--- config.mk ---
export PLATFORM = sky130hd
export DESIGN_NAME = road_hit_filter
export DESIGN_NICKNAME = d
export VERILOG_FILES = /design/src/rtl/hf_pkg.sv /design/src/rtl/hf_road_table.sv /design/src/rtl/hf_scan_ctr.sv /design/src/rtl/road_hit_filter.sv
export SDC_FILE = /design/constraint.sdc
export NUM_CORES = 1
export LEC_CHECK = 0
export BUFFER_PORTS_ARGS = -buffer_cell sky130_fd_sc_hd__buf_2
export CAP_MARGIN = 30
export CORE_UTILIZATION = 40
export CTS_CLUSTER_DIAMETER = 100
export CTS_CLUSTER_SIZE = 40
export DETAILED_ROUTE_END_ITERATION = 16
export HOLD_SLACK_MARGIN = 0.15
export PLACE_DENSITY = 0.6
export SYNTH_ARGS = -nofsm -noshare
export SYNTH_HDL_FRONTEND = slang
export SYNTH_HIERARCHICAL = 1
export SYNTH_SLANG_ARGS = --single-unit
--- constraint.sdc ---
create_clock -name clk -period 7.1 [get_ports clk]
set_input_delay 1.42 -clock clk [delete_from_list [all_inputs] [get_ports clk]]
set_output_delay 1.42 -clock clk [all_outputs]
set_load 0.05 [all_outputs]
--- src/rtl/hf_pkg.sv ---
package hf_pkg;
  typedef enum logic [2:0] {
    ST_OFF,
    ST_LOAD,
    ST_HDR,
    ST_RUN,
    ST_SCAN,
    ST_TRL
  } hf_state_e;

  localparam logic [1:0] TAG_HDR = 2'b01;
  localparam logic [1:0] TAG_HIT = 2'b10;
  localparam logic [1:0] TAG_TRL = 2'b11;
endpackage

--- src/rtl/hf_road_table.sv ---
module hf_road_table #(
  parameter int CW        = 12,
  parameter int MAX_ROADS = 46,
  parameter int RW        = $clog2(MAX_ROADS + 1)
) (
  input  logic          clk,
  input  logic          rst_n,
  input  logic          clr,
  input  logic          wr_en,
  input  logic [CW-1:0] wr_lo,
  input  logic [CW-1:0] wr_hi,
  input  logic [RW-1:0] rd_idx,
  output logic [CW-1:0] rd_lo,
  output logic [CW-1:0] rd_hi,
  output logic [RW-1:0] count,
  output logic          full
);
  localparam logic [RW-1:0] LIMIT = RW'(MAX_ROADS);

  logic [CW-1:0] lo_mem [MAX_ROADS];
  logic [CW-1:0] hi_mem [MAX_ROADS];
  logic          do_wr;

  assign full  = (count == LIMIT);
  assign do_wr = wr_en && !full;

  always_ff @(posedge clk or negedge rst_n) begin
    if (!rst_n)      count <= '0;
    else if (clr)    count <= '0;
    else if (do_wr)  count <= count + 1'b1;
  end

  always_ff @(posedge clk) begin
    if (do_wr && !clr) begin
      lo_mem[count] <= wr_lo;
      hi_mem[count] <= wr_hi;
    end
  end

  always_comb begin
    if (rd_idx < LIMIT) begin
      rd_lo = lo_mem[rd_idx];
      rd_hi = hi_mem[rd_idx];
    end else begin
      rd_lo = '0;
      rd_hi = '0;
    end
  end
endmodule

--- src/rtl/hf_scan_ctr.sv ---
module hf_scan_ctr #(
  parameter int RW = 6
) (
  input  logic          clk,
  input  logic          rst_n,
  input  logic          step,
  input  logic [RW-1:0] count,
  output logic [RW-1:0] idx,
  output logic          last
);
  assign last = ({1'b0, idx} + 1'b1) >= {1'b0, count};

  always_ff @(posedge clk or negedge rst_n) begin
    if (!rst_n)     idx <= '0;
    else if (step)  idx <= last ? '0 : idx + 1'b1;
  end
endmodule

--- src/rtl/road_hit_filter.sv ---
module road_hit_filter
  import hf_pkg::*;
#(
  parameter int CW        = 12,
  parameter int MAX_ROADS = 46,
  parameter int EVT_W     = 8,
  parameter int HC_W      = 16,
  localparam int RW       = $clog2(MAX_ROADS + 1),
  localparam int HIT_W    = CW + RW,
  localparam int HDR_W    = EVT_W + RW,
  localparam int MAX_A    = (HIT_W > HDR_W) ? HIT_W : HDR_W,
  localparam int PL_W     = (MAX_A > HC_W) ? MAX_A : HC_W,
  localparam int OW       = PL_W + 2
) (
  input  logic          clk,
  input  logic          rst_n,
  input  logic          evt_start,
  input  logic          evt_end,
  input  logic          road_valid,
  input  logic [CW-1:0] road_lo,
  input  logic [CW-1:0] road_hi,
  input  logic          cen_valid,
  output logic          cen_ready,
  input  logic [CW-1:0] cen_data,
  output logic          out_valid,
  input  logic          out_ready,
  output logic [OW-1:0] out_word
);
  function automatic logic in_road(input logic [CW-1:0] c,
                                   input logic [CW-1:0] lo,
                                   input logic [CW-1:0] hi);
    return (lo <= c) && (c <= hi);
  endfunction

  function automatic logic [OW-1:0] mk_hdr(input logic [EVT_W-1:0] ev,
                                           input logic [RW-1:0] nr);
    logic [PL_W-1:0] p;
    p = '0;
    p[HDR_W-1:0] = {ev, nr};
    return {TAG_HDR, p};
  endfunction

  function automatic logic [OW-1:0] mk_hit(input logic [CW-1:0] c,
                                           input logic [RW-1:0] ri);
    logic [PL_W-1:0] p;
    p = '0;
    p[HIT_W-1:0] = {c, ri};
    return {TAG_HIT, p};
  endfunction

  function automatic logic [OW-1:0] mk_trl(input logic [HC_W-1:0] n);
    logic [PL_W-1:0] p;
    p = '0;
    p[HC_W-1:0] = n;
    return {TAG_TRL, p};
  endfunction

  hf_state_e        state, state_nx;
  logic [CW-1:0]    cen_q;
  logic             end_seen;
  logic [HC_W-1:0]  hit_cnt;
  logic [EVT_W-1:0] evt_id;

  logic [RW-1:0]    nroads;
  logic             tbl_full;
  logic [RW-1:0]    scan_idx;
  logic             scan_last;
  logic [CW-1:0]    cur_lo, cur_hi;

  // named internal events
  logic evt_open, road_wr, cen_take, hit_match, scan_step, trl_done;

  assign evt_open  = (state == ST_OFF) && evt_start;
  assign road_wr   = (state == ST_LOAD) && road_valid;
  assign cen_ready = (state == ST_RUN) && !end_seen;
  assign cen_take  = cen_valid && cen_ready;
  assign hit_match = (state == ST_SCAN) && (scan_idx < nroads) &&
                     in_road(cen_q, cur_lo, cur_hi);
  assign scan_step = (state == ST_SCAN) && (!hit_match || out_ready);
  assign trl_done  = (state == ST_TRL) && out_ready;

  hf_road_table #(.CW(CW), .MAX_ROADS(MAX_ROADS), .RW(RW)) u_table (
    .clk    (clk),
    .rst_n  (rst_n),
    .clr    (evt_open),
    .wr_en  (road_wr),
    .wr_lo  (road_lo),
    .wr_hi  (road_hi),
    .rd_idx (scan_idx),
    .rd_lo  (cur_lo),
    .rd_hi  (cur_hi),
    .count  (nroads),
    .full   (tbl_full)
  );

  hf_scan_ctr #(.RW(RW)) u_scan (
    .clk   (clk),
    .rst_n (rst_n),
    .step  (scan_step),
    .count (nroads),
    .idx   (scan_idx),
    .last  (scan_last)
  );

  always_comb begin
    state_nx = state;
    case (state)
      ST_OFF:  if (evt_start) state_nx = ST_LOAD;
      ST_LOAD: if (cen_valid || evt_end) state_nx = ST_HDR;
      ST_HDR:  if (out_ready) state_nx = ST_RUN;
      ST_RUN: begin
        if (cen_take)      state_nx = ST_SCAN;
        else if (end_seen) state_nx = ST_TRL;
      end
      ST_SCAN: if (scan_step && scan_last) state_nx = ST_RUN;
      ST_TRL:  if (out_ready) state_nx = ST_OFF;
      default: state_nx = ST_OFF;
    endcase
  end

  always_ff @(posedge clk or negedge rst_n) begin
    if (!rst_n) begin
      state    <= ST_OFF;
      cen_q    <= '0;
      end_seen <= 1'b0;
      hit_cnt  <= '0;
      evt_id   <= '0;
    end else begin
      state <= state_nx;
      if (cen_take) cen_q <= cen_data;
      if (evt_open)                          end_seen <= 1'b0;
      else if (evt_end && state != ST_OFF)   end_seen <= 1'b1;
      if (evt_open)                          hit_cnt <= '0;
      else if (hit_match && out_ready)       hit_cnt <= hit_cnt + 1'b1;
      if (trl_done) evt_id <= evt_id + 1'b1;
    end
  end

  always_comb begin
    out_valid = 1'b0;
    out_word  = '0;
    case (state)
      ST_HDR: begin
        out_valid = 1'b1;
        out_word  = mk_hdr(evt_id, nroads);
      end
      ST_SCAN: begin
        out_valid = hit_match;
        out_word  = hit_match ? mk_hit(cen_q, scan_idx) : '0;
      end
      ST_TRL: begin
        out_valid = 1'b1;
        out_word  = mk_trl(hit_cnt);
      end
      default: ;
    endcase
  end
endmodule

==> flow_summary.toml <==
[critical_path]
path_cells = "buf_12 > buf_12 > mux4_2 > mux2_2 > a221oi_1 > a221oi_1 > ha_1 > nand4_1 > or3_1 > o31a_1 > a211oi_2 > buf_4 > a21o_1 > buf_2"
max_stage_delay_ns = 0.85
worst_path_dominant_cell_family = "compound AO/OA/AOI/OAI gates"
critPathSlowestCell = "dfrtp_4"
reg2regPathDepth = 16
cp-start-kind = "register"
critPathRequiredTime_ns = 5.68
crit_fanout = 21
path_class = "register to primary output"
path_buf_inv = 4
cp.depth = 14
crit_path_end_kind = "primary output"
arrival_ns = 5.58

[clocking]
clk_latency_ns = 0.66
cts_hold_buffers = 0
cts_tree = "done"
cts_buffers = 40
root_buffer = "clkbuf_16"
path_clk_slew_ns = 0.12
h-tree-depth = 2
clockBufferDepth = 3
cts_sinks = 1156

[layout]
drive_above_1_share = 0.2590
register_area_um2 = 34470
multi_input_area_um2 = 11500
areaGrowthSynthToFinish_pct = 9.572
fillers = 9766
nets = 2493

[synth]
synth.avg_cell_area_um2 = 20.39
synth_cells = 2291
syn_area_um2 = 46700
synth_fp_nets = 2374
synth_warnings = 6

[global_route]
grt_pass1_vias = 23387
grt_max_degree = 54
grt_pass1_wl_um = 174300
grt.overflow.total = 0
grt_usage = 0.2074
grt_antenna_before_repair = 2

[detailed_routing]
firstDrtPassIters = 6
drc = 0
drt-wirelength-per-cell_um = 31.05
wl_um = 122500
first_iter_violations = 2765
vias = 23631
via_per_inst = 5.990
ant_nets = 0

[timing]
setup_viol = 0
drv_slew = 0
worst_slew_pin_slew_ns = 1.003
rsz0062_at_grt = "no"
worst_slack_ns = 0.1021
hold_violations = 0
finalClockSkew_ns = 0.04569
fin_crit_sh = 0.9856
fin_tns_setup_ns = 0
slew_headroom = 0.3312
max_freq_mhz = 142.9
final.min_clock_period_ns = 6.998

[power]
leakagePower_uw = 0.01596
power_frac_seq = 0.504
power_density_nw_per_um2 = 303.4
p_sw_frac = 0.3088
internal-power_uw = 10730
max-vdd-ir-drop_uv = 190.0
share_clk_of_total_power = 0.209
pwr-share-comb = 0.288
switchingPower_uw = 4793

[floorplanning]
chipWidth_um = 343.7
dieArea_um2 = 118100
start_util = 0.4057
core_area_um2 = 115100
die_h_um = 343.7
rows = 124
pin_count = 65

[placed_design]
portBuffers = 64
routabilityCongestion = 0.8900
dp_hpwl_um = 75080
pre_cts_ws_ns = 0.7239

[flow_run]
maxCapViolations = 0

[outcome]
outcome = "finished clean"

[hold_path]
hold_path_depth = 1
holdCritPathClass = "register to register"
-- area by class of cell --
type	instances	area share
clock inverter	20	0.005917
clock buffer	44	0.02027
multi-input combinational	944	0.2248
timing repair buffer	206	0.03396
antenna	1	0.00004890
sequential	1156	0.6735
tap	1512	0.03697
inverter	62	0.004548
-- power by group through the flow --
stage | clock (uW) | sequential, uW | combinational, uW
final | 3240 | 7820 | 4460
after global routing | 3520 | 7840 | 4730
after CTS | 3320 | 7840 | 4440
after detailed placement | 0 | 8010 | 4390
after global placement | 0 | 8000 | 4340
after floorplan | 0 | 7800 | 3150
-- layout by cell type, fill, tap and decap left out, drive strengths merged, types with 5 or more instances in the layout --
| cell | instances |
|---|---|
| a21o | 17 |
| nor2 | 62 |
| nand3 | 22 |
| xor2 | 5 |
| or3 | 6 |
| mux4 | 244 |
| nand2 | 66 |
| a22o | 46 |
| a2111oi | 20 |
| a221oi | 12 |
| and3 | 10 |
| buf | 206 |
| o221ai | 34 |
| clkinv | 24 |
| clkbuf | 44 |
| o32ai | 17 |
| ha | 40 |
| a211oi | 32 |
| o22ai | 5 |
| xnor2 | 10 |
| nand3b | 6 |
| nor3 | 9 |
| edfxtp | 1104 |
| a21oi | 16 |
| mux2 | 52 |
| nand4 | 12 |
| o2bb2ai | 5 |
| mux2i | 108 |
| nand2b | 20 |
| o211ai | 9 |
| dfrtp | 52 |
| inv | 56 |
| nor2b | 10 |
-- worst register-to-register path: cells and delay by family (launching register included) --
| family | cells | cell delay, ns |
|---|---|---|
| DFF | 1 | 0.85 |
| adders and majority gates | 1 | 0.36 |
| muxes | 2 | 0.62 |
| buffers and inverters | 4 | 1.16 |
| and+or+nand+nor | 3 | 0.79 |
| AOI/OAI and AO/OA | 6 | 1.66 |
-- routing by layer --
layer | wire length, um | part of all wire | up-vias | global-route usage
li1 | - | - | 9665 | -
met1 | 52430 | 0.43 | 12860 | 0.3015
met2 | 57780 | 0.47 | 968 | 0.3271
met3 | 9068 | 0.074 | 136 | 0.03166
met4 | 3206 | 0.026 | 2 | 0.05389
met5 | 13 | 0.00011 | - | 0
-- registers in the layout (all words and copies together) (netlist names) --
register	count
cen_q	12
end_seen	1
evt_id	8
hit_cnt	16
state	3
u_scan/idx	6
u_table/count	6
u_table/hi_mem	552
u_table/lo_mem	552
-- path summary, 6_finish.rpt --
check                                    from             to  slack, ns
worst max-delay path            u_scan/idx[1]    out_word[0]       0.10
worst min-delay path                evt_id[7]      evt_id[7]       0.49
worst max register to register  u_scan/idx[1]  u_scan/idx[5]       1.56
worst min register to register      evt_id[7]      evt_id[7]       0.49
max in group asynchronous               rst_n  u_scan/idx[1]       5.65
min in group asynchronous               rst_n       cen_q[7]       0.90
-- stage by stage --
stage                     utilization  std cells  hold WS [ns]  power, uW  cell area, um2
after floorplan                     -       2291        0.4462      10950           46700
after global placement         0.4301       3863        0.4784      12340           49510
after detailed placement       0.4313       3870        0.4791      12390           49650
after CTS                      0.4432       3935        0.5003      15600           51020
after global routing           0.4445       3944        0.5127      16090           51170
final                          0.4445       3945        0.4931      15520           51170
-- timing repair --
item | in CTS | in global routing
buffers inserted | 1 | 4
setup endpoints to repair | 1 | 20
gates resized for setup | 1 | 0
Power figures use the tool's default switching activity.
